$ cat config.mk
export PLATFORM = sky130hd
export DESIGN_NAME = acq_ctrl_top
export DESIGN_NICKNAME = d
export VERILOG_FILES = /design/src/rtl/acq_pkg.sv /design/src/rtl/acq_csr.sv /design/src/rtl/acq_turn_cnt.sv /design/src/rtl/acq_addr_gen.sv /design/src/rtl/acq_ctrl_top.sv
export SDC_FILE = /design/constraint.sdc
export NUM_CORES = 1
export LEC_CHECK = 0
export BUFFER_PORTS_ARGS = -buffer_cell sky130_fd_sc_hd__buf_2
export CORE_MARGIN = 2
export CORE_UTILIZATION = 52
export CTS_CLUSTER_DIAMETER = 150
export DETAILED_ROUTE_END_ITERATION = 8
export PLACE_DENSITY = 0.77
export SYNTH_ARGS = -nofsm -noshare
export SYNTH_HDL_FRONTEND = slang
export SYNTH_HIERARCHICAL = 1
export SYNTH_SLANG_ARGS = --single-unit
export TNS_END_PERCENT = 10
$ cat constraint.sdc
create_clock -name clk -period 4.68 [get_ports clk]
set_clock_uncertainty 0.05 [all_clocks]
set_input_delay 0.468 -clock clk [delete_from_list [all_inputs] [get_ports clk]]
set_output_delay 0.468 -clock clk [all_outputs]
set_load 0.02 [all_outputs]
$ cat src/rtl/acq_pkg.sv
package acq_pkg;
   typedef enum logic [1:0] {
      ST_IDLE  = 2'd0,
      ST_ARMED = 2'd1,
      ST_RUN   = 2'd2,
      ST_DONE  = 2'd3
   } acq_state_t;

   localparam int BIT_MODE   = 0;
   localparam int BIT_ACTIVE = 1;
   localparam int BIT_DONE   = 2;
   localparam int BIT_CONT   = 3;

   localparam logic SEL_CTRL  = 1'b0;
   localparam logic SEL_TURNS = 1'b1;
endpackage

$ cat src/rtl/acq_csr.sv
module acq_csr
   import acq_pkg::*;
#(
   parameter int REG_W = 32
) (
   input  logic             clk,
   input  logic             rst_n,
   input  logic             wr,
   input  logic             sel,
   input  logic [REG_W-1:0] wdata,
   input  logic             st_active,
   input  logic             st_done,
   output logic             ctrl_wr,
   output logic             new_mode,
   output logic             new_cont,
   output logic             mode_q,
   output logic             cont_q,
   output logic [REG_W-1:0] turns_q,
   output logic [REG_W-1:0] rdata
);
   if (REG_W < 4) begin : g_bad_width
      $error("acq_csr: REG_W must hold the four control bits");
   end

   logic [REG_W-1:0] ctrl_word;

   assign ctrl_wr  = wr && (sel == SEL_CTRL);
   assign new_mode = wdata[BIT_MODE];
   assign new_cont = wdata[BIT_CONT];

   always_ff @(posedge clk) begin
      if (!rst_n) begin
         mode_q  <= 1'b0;
         cont_q  <= 1'b0;
         turns_q <= '0;
      end else begin
         if (ctrl_wr) begin
            mode_q <= new_mode;
            cont_q <= new_cont;
         end
         if (wr && (sel == SEL_TURNS)) turns_q <= wdata;
      end
   end

   always_comb begin
      ctrl_word             = '0;
      ctrl_word[BIT_MODE]   = mode_q;
      ctrl_word[BIT_ACTIVE] = st_active;
      ctrl_word[BIT_DONE]   = st_done;
      ctrl_word[BIT_CONT]   = cont_q;
   end

   assign rdata = (sel == SEL_TURNS) ? turns_q : ctrl_word;
endmodule

$ cat src/rtl/acq_turn_cnt.sv
module acq_turn_cnt #(
   parameter int CNT_W = 32
) (
   input  logic             clk,
   input  logic             rst_n,
   input  logic             clr,
   input  logic             inc,
   input  logic [CNT_W-1:0] target,
   output logic             reached
);
   if (CNT_W < 1) begin : g_bad_cnt
      $error("acq_turn_cnt: CNT_W must be positive");
   end

   logic [CNT_W-1:0] seen_q;
   logic [CNT_W:0]   seen_nxt;

   assign seen_nxt = {1'b0, seen_q} + {{CNT_W{1'b0}}, 1'b1};
   assign reached  = seen_nxt >= {1'b0, target};

   always_ff @(posedge clk) begin
      if (!rst_n)   seen_q <= '0;
      else if (clr) seen_q <= '0;
      else if (inc) seen_q <= seen_nxt[CNT_W-1:0];
   end
endmodule

$ cat src/rtl/acq_addr_gen.sv
module acq_addr_gen #(
   parameter int DEPTH  = 48,
   parameter int ADDR_W = 6
) (
   input  logic              clk,
   input  logic              rst_n,
   input  logic              clr,
   input  logic              adv,
   output logic [ADDR_W-1:0] addr
);
   localparam logic [ADDR_W-1:0] LAST = ADDR_W'(DEPTH - 1);
   localparam bit                POW2 = (DEPTH & (DEPTH - 1)) == 0;

   if (DEPTH < 2) begin : g_bad_depth
      $error("acq_addr_gen: DEPTH must be at least 2");
   end
   if ((1 << ADDR_W) < DEPTH) begin : g_bad_addr
      $error("acq_addr_gen: ADDR_W too narrow for DEPTH");
   end

   logic [ADDR_W-1:0] step;

   if (POW2) begin : g_natural_wrap
      assign step = addr + 1'b1;
   end else begin : g_compare_wrap
      assign step = (addr == LAST) ? '0 : addr + 1'b1;
   end

   always_ff @(posedge clk) begin
      if (!rst_n)   addr <= '0;
      else if (clr) addr <= '0;
      else if (adv) addr <= step;
   end
endmodule

$ cat src/rtl/acq_ctrl_top.sv
module acq_ctrl_top
   import acq_pkg::*;
#(
   parameter  int REG_W     = 32,
   parameter  int BUF_DEPTH = 48,
   localparam int ADDR_W    = (BUF_DEPTH > 1) ? $clog2(BUF_DEPTH) : 1
) (
   input  logic              clk,
   input  logic              rst_n,
   input  logic              reg_wr,
   input  logic              reg_sel,
   input  logic [REG_W-1:0]  reg_wdata,
   output logic [REG_W-1:0]  reg_rdata,
   input  logic              turn_mark,
   output logic              cap_en,
   output logic [ADDR_W-1:0] cap_addr,
   output logic              engine_owns
);
   acq_state_t       state_q, state_d;
   logic             act_w, done_w, mode_q, cont_q;
   logic             ctrl_wr, new_mode, new_cont;
   logic [REG_W-1:0] turns_q;
   logic             cnt_clr, cnt_inc, reached, addr_clr;
   logic             mode_clear, mode_rise, cont_fall;

   assign act_w  = (state_q == ST_RUN);
   assign done_w = (state_q == ST_DONE);

   acq_csr #(.REG_W(REG_W)) u_csr (
      .clk(clk), .rst_n(rst_n), .wr(reg_wr), .sel(reg_sel), .wdata(reg_wdata),
      .st_active(act_w), .st_done(done_w), .ctrl_wr(ctrl_wr),
      .new_mode(new_mode), .new_cont(new_cont), .mode_q(mode_q),
      .cont_q(cont_q), .turns_q(turns_q), .rdata(reg_rdata)
   );

   acq_turn_cnt #(.CNT_W(REG_W)) u_turns (
      .clk(clk), .rst_n(rst_n), .clr(cnt_clr), .inc(cnt_inc),
      .target(turns_q), .reached(reached)
   );

   acq_addr_gen #(.DEPTH(BUF_DEPTH), .ADDR_W(ADDR_W)) u_addr (
      .clk(clk), .rst_n(rst_n), .clr(addr_clr), .adv(act_w), .addr(cap_addr)
   );

   assign mode_clear = ctrl_wr && !new_mode;
   assign mode_rise  = ctrl_wr && new_mode && !mode_q;
   assign cont_fall  = ctrl_wr && new_mode && mode_q && cont_q && !new_cont;

   always_comb begin
      state_d  = state_q;
      cnt_clr  = 1'b0;
      cnt_inc  = 1'b0;
      addr_clr = 1'b0;
      if (mode_clear) begin
         state_d  = ST_IDLE;
         cnt_clr  = 1'b1;
         addr_clr = 1'b1;
      end else if (mode_rise) begin
         state_d = ST_ARMED;
         cnt_clr = 1'b1;
      end else if (ctrl_wr) begin
         cnt_clr = cont_fall && act_w;
      end else if (turn_mark) begin
         unique case (state_q)
            ST_ARMED: begin
               if (!cont_q && (turns_q == '0)) begin
                  state_d = ST_DONE;
               end else begin
                  state_d  = ST_RUN;
                  addr_clr = 1'b1;
                  cnt_clr  = 1'b1;
               end
            end
            ST_RUN: begin
               if (!cont_q) begin
                  if (reached) state_d = ST_DONE;
                  else         cnt_inc = 1'b1;
               end
            end
            default: ;
         endcase
      end
   end

   always_ff @(posedge clk) begin
      if (!rst_n) state_q <= ST_IDLE;
      else        state_q <= state_d;
   end

   assign cap_en      = act_w;
   assign engine_owns = mode_q;
endmodule

# Word level (Yosys, flattened, before mapping)
# Cells that the tools add are included.
[totals]
regBits = 74
output_inout_bits = 40
wordCells = 71
[op_classes]
addsub = 2
n_lt_le_gt_ge = 1
n_eq_ne = 9
muxes = 25
n_bitwise = 3
n_reduce_logical = 24
[op_table]
columns = ["op", "count"]
rows = [
  ["$add A32 B1 Y33 const B", 1],
  ["$ge A33 B32 Y1", 1],
  ["$logic_not A32 Y1", 1],
  ["$mux W32", 1],
  ["$mux W1", 20],
  ["$logic_and A1 B1 Y1", 10],
  ["$reduce_and A5 Y1", 2],
  ["$add A6 B1 Y6 const B", 1],
  ["$eq A6 B6 Y1 const B", 1],
  ["$mux W6", 1],
  ["$reduce_or A2 Y1", 3],
  ["$eq A2 B2 Y1 const B", 2],
  ["$logic_not A1 Y1", 4],
  ["$mux W2", 2],
  ["$ne A2 B1 Y1 const B", 2],
  ["$pmux W2 S2", 1],
  ["$reduce_bool A2 Y1", 2],
  ["$ne A3 B1 Y1 const B", 1],
  ["$ne A3 B3 Y1 const B", 1],
  ["$not A1 Y1", 3],
  ["$reduce_bool A3 Y1", 1],
  ["$reduce_or A3 Y1", 1],
  ["$eq A2 B1 Y1 const B", 1],
  ["$ne A2 B2 Y1 const B", 1],
]

# Logic depth before layout (Yosys ltp)
[logic_depth]
word_depth = 11
depth_mapped = 19
ltp_nobuf = 17

# By module
# The synthesis kept the hierarchy.
[modules_own_cells]
columns = ["module", "n_inst", "cells_each", "area_each_um2", "seq_area_each_um2"]
rows = [
  ["acq_turn_cnt", 1, 366, 2755.1, 640.6],
  ["acq_csr", 1, 192, 1686.6, 680.7],
  ["acq_ctrl_top", 1, 40, 291.5, 40.0],
  ["acq_addr_gen", 1, 31, 287.8, 120.1],
]

# Least setup slack after synthesis
# No wires, ideal clock.
[synth_timing]
path_type = "register to register"
startpoint = "reg u_turns.seen_q[0]"
endpoint = "reg u_turns.seen_q[12]"
t_arrival_ns = 4.265
setup_slack_ns = 0.238
path_stages_with_launch = 20
path_buffers = 3
period_less_slack_ns = 4.442
path_cell_list = "dfxtp_1 > ha_1 > nand3_1 > or3_1 > clkbuf_1 > nor4_2 > nand3_1 > xnor2_1 > ha_1 > a211oi_1 > o211ai_1 > o211ai_1 > and3_1 > o211ai_1 > nor4_1 > clkbuf_1 > buf_1 > nand4_1 > xor2_1 > nor2_1"
[synth_via]
elab_chain_len = 9
[synth_rtl]
columns = ["element", "line", "text"]
rows = [
  ["from (decl)", "acq_turn_cnt.sv:15", "logic [CNT_W-1:0] seen_q;"],
  ["from (signal assigned)", "acq_turn_cnt.sv:24", "else if (inc) seen_q <= seen_nxt[CNT_W-1:0];"],
  ["$add A32 B1 Y33", "acq_turn_cnt.sv:18", "assign seen_nxt = {1'b0, seen_q} + {{CNT_W{1'b0}}, 1'b1};"],
  ["via u_turns.seen_nxt[30]", "acq_turn_cnt.sv:16", "logic [CNT_W:0] seen_nxt;"],
  ["$ge A33 B32 Y1", "acq_turn_cnt.sv:19", "assign reached = seen_nxt >= {1'b0, target};"],
  ["via reached", "acq_ctrl_top.sv:23", "logic cnt_clr, cnt_inc, reached, addr_clr;"],
  ["$mux W1", "acq_ctrl_top.sv:76", "if (reached) state_d = ST_DONE;"],
  ["$mux W1", "acq_ctrl_top.sv:75", "if (!cont_q) begin"],
  ["$mux W1", "acq_ctrl_top.sv:64", "unique case (state_q)"],
  ["$mux W1", "acq_ctrl_top.sv:63", "end else if (turn_mark) begin"],
  ["$mux W1", "acq_ctrl_top.sv:61", "end else if (ctrl_wr) begin"],
  ["$mux W1", "acq_ctrl_top.sv:58", "end else if (mode_rise) begin"],
  ["$mux W1", "acq_ctrl_top.sv:54", "if (mode_clear) begin"],
  ["via cnt_inc", "acq_ctrl_top.sv:23", ""],
]
# The timed path passes the listed nets, and every way through them passes these cells.
# A chain may end at the register's enable or synchronous reset.

# Final worst setup path
[layout_timing]
startpoint = "reg u_turns.seen_q[1]"
endpoint = "reg u_turns.seen_q[20]"
# The elaborated chain is that of the path after synthesis.

==> summary.txt <==
Status
  – Outcome: complete, no violations

STA
  – Final Max Tran Viols: 0
  – Final min period: 4365 ps
  – Worst Max-Slew Pin Slew: 977.4 ps
  – Final Hold Vio Count: 0
  – Max Clk Rate: 229.1 MHz
  – Setup Viol. Count Final: 0
  – Final period utilization: 93.27%
  – Worst slew margin: 34.84%

Power
  – Pwr Total: 1.389 mW
  – Pint: 1.021 mW
  – Max IR drop VDD: 145.8 µV
  – Clock power share: 40.1%
  – Switching Power: 0.3681 mW
  – Pleak: 2.401 nW
  – Switching share of power: 26.51%
  – Comb pwr share: 12.1%
  – Sequential share of power: 47.8%
  – PD cells: 243.2 mW/mm²

Cells and area
  – Post-layout instance area: 0.005710 mm²
  – Most frequent cells in the layout: 83 x nand2_1, 76 x buf_2, 72 x dfxtp_1, 48 x nand4_1, 44 x nor2_1
  – Share of post-route cells with drive strength above 1: 22.22%
  – Fin util: 61.51%
  – Final net count: 759
  – # diodes: 0
  – Post-Layout Cell Count: 822
  – Most common cell after layout, fill and taps aside: nand2_1
  – Fill cell count: 837
  – Synth-to-Final Area Change: 13.73%

Synth
  – Mux contribution to synthesized area: 2.293%
  – Main combinational cell family by area after synthesis: simple AND/OR/NAND/NOR gates
  – Largest cells by area after synthesis: dfxtp_1 30%, ha_1 8.5%, nand2_1 6.2%, nand4_1 6.0%, xnor2_1 5.9%
  – Cells after synthesis: 629
  – Synth Area in Compound Gates: 11.26%
  – XOR/XNOR share of the synthesized area: 10.29%
  – Seq/Total Area, Yosys: 29.50%
  – Post-Synth Adder-Cell Area: 8.472%
  – YS warnings: 6
  – Synth area leader: dfxtp_1
  – Syn Nets: 700
  – Post-synth cell types: 52
  – Simple-gate area share of the yosys netlist: 30.85%
  – Yosys reg bits: 74
  – Syn avg cell area: 7.983 µm²
  – Synth Cell Area: 0.005021 mm²
  – Synth top area share: 29.50%

Floorplan
  – Initial Util: 54.08%
  – Die height: 102.3 µm
  – Die span in x: 102.3 µm
  – Row Count: 35
  – Die area: 0.01046 mm²
  – Core Area: 0.009284 mm²
  – I/O pins: 77

Critical path
  – Worst path cell trace: nand4_2 > or4_4 > or4_4 > nor2_1 > xor2_1 > ha_1 > nand4_1 > nor4_1 > a21oi_1 > and3_1 > o211ai_1 > nor4_2 > buf_12 > inv_1 > nor4_2 > xnor2_1 > nor2_1
  – Slowest CP cell: or4_4
  – Critical path type: flop to flop
  – Crit path required time: 4870 ps
  – Worst setup EP type: flop
  – Crit path from: u_turns/seen_q[1]
  – CP peak stage delay: 570 ps
  – Critical Path Start Type: flop
  – Crit Path Max Fanout: 29
  – R2r startpoint: u_turns/seen_q[1]
  – CP arrival: 4550 ps

Placement
  – IO buf count: 76
  – Final GP Congestion: 0.8619
  – Placed insts: 806
  – Post-Place Cell Area: 0.005465 mm²
  – Hpwl dp: 8965 µm

Clock tree
  – Worst-path clk slew: 80 ps
  – Num CTS Buffers: 9
  – Clock tree from TritonCTS: built
  – Clock Tree Buf Depth: 2
  – Postcts setup bufs: 0
  – Cts hold-fix bufs: 0
  – Clk root buf: clkbuf_8
  – Num Clock Sinks: 74
  – H-tree Lvls: 3
  – Clock Latency Late Sink: 350 ps

Worst hold path
  – Worst hold path type: input pin to flop
  – Hold wc startpoint: reg_wdata[8]

Global routing
  – Largest net degree at the start of global routing: 73
  – First-pass GRT wire length: 21050 µm
  – Vias in the first global route: 4554
  – Total global-route track usage: 25.17%
  – Antenna violations before repair: 0
  – Grt ovf: 0

Route
  – DRC viols: 0
  – 1st-iter DRT viols: 276
  – DR vias/cell: 5.540
  – Total Wirelength: 12230 µm
  – Post-route ant nets: 0
  – Routed length per instance: 14.88 µm
  – Pre-Repair DR Iteration Count: 5
  – DR vias: 4554

Flow run
  – Max-Cap Viols: 0
-- stage by stage --
| step | setup WS (ps) | hold WS [ps] | setup TNS, ps |
|---|---|---|---|
| floorplan | 237.9 | 408.6 | 0 |
| global placement | 273.0 | 427.4 | 0 |
| detailed placement | 75.35 | 436.3 | 0 |
| CTS | 36.97 | 294.4 | 0 |
| global route | -7.842 | 287.5 | -7.842 |
| finish | 315.1 | 309.8 | 0 |
-- worst paths after layout --
kind,slack (ps),end,cells after the start
worst max-delay path,320,u_turns/seen_q[20],17
worst min-delay path,310,u_csr/turns_q[8],3
worst max register to register,320,u_turns/seen_q[20],17
worst min register to register,440,u_csr/turns_q[7],2
-- routing by layer --
metal  global-route usage, %  share of wire (%)
met1                   31.64                 44
met2                   42.76                 50
met3                   5.335                4.1
met4                   8.821                2.0
met5                       0                  0
-- kinds of logic after synthesis --
| kind of cell | after synthesis |
|---|---|
| and+or+nand+nor | 293 |
| buffers and inverters | 81 |
| AOI/OAI and AO/OA | 77 |
| DFF | 74 |
| xor gates and xnor gates | 59 |
| adders and majority gates | 34 |
| muxes | 11 |
-- power groups by stage --
stage,sequential [mW],clock [mW],combinational (mW)
after floorplan,0.672,0,0.122
after global placement,0.678,0,0.161
after detailed placement,0.679,0,0.166
after CTS,0.664,0.571,0.167
after global routing,0.667,0.597,0.186
final,0.664,0.557,0.167
-- worst max-delay path: cells and delay by family (launching register included) --
| family | cells | cell delay [ps] |
|---|---|---|
| compound gates | 2 | 290 |
| xor+xnor | 2 | 350 |
| fa+ha+maj | 1 | 280 |
| buf+inv | 2 | 360 |
| flops | 1 | 430 |
| simple gates | 10 | 2480 |
-- Yosys cell counts, drive strengths merged --
cell type and instances:
a211oi 3, a21oi 17, a22oi 1, a31o 2, a31oi 1, a41o 2
and2 37, and3 5, and4 2, buf 19, clkbuf 23, dfxtp 74
ha 34, inv 39, mux2 4, mux2i 7, nand2 83, nand2b 12
nand3 22, nand4 50, nor2 44, nor2b 3, nor3 6, nor3b 1
nor4 18, nor4b 1, o211a 1, o211ai 5, o21a 2, o21ai 38
o21bai 1, o22ai 1, o31a 1, o31ai 1, o41a 1, or2 1
or3 4, or4 4, xnor2 34, xor2 25
-- state kept, by name (all words and copies together), names as in the netlist --
signal	cells
u_turns/seen_q	32
state_q	2
u_csr/cont_q	1
u_addr/addr	6
u_csr/turns_q	32
u_csr/mode_q	1
-- final cells by class --
cell class	count	area (µm²)	area share [%]
Inverter	39	146.4	2.564
Timing Repair Buffer	90	498.0	8.720
Clock inverter	5	77.57	1.358
Clock buffer	11	141.4	2.476
Multi-Input combinational cell	474	3202	56.07
Sequential cell	74	1484	25.99
Tap cell	129	161.4	2.826
-- repair_timing --
item / 4_1_cts / 5_1_grt
setup endpoints to repair: 0 / 24
hold endpoints to repair: 0 / 0
gates resized for setup: 0 / 6
No activity file was read; power rests on OpenSTA's default activity.
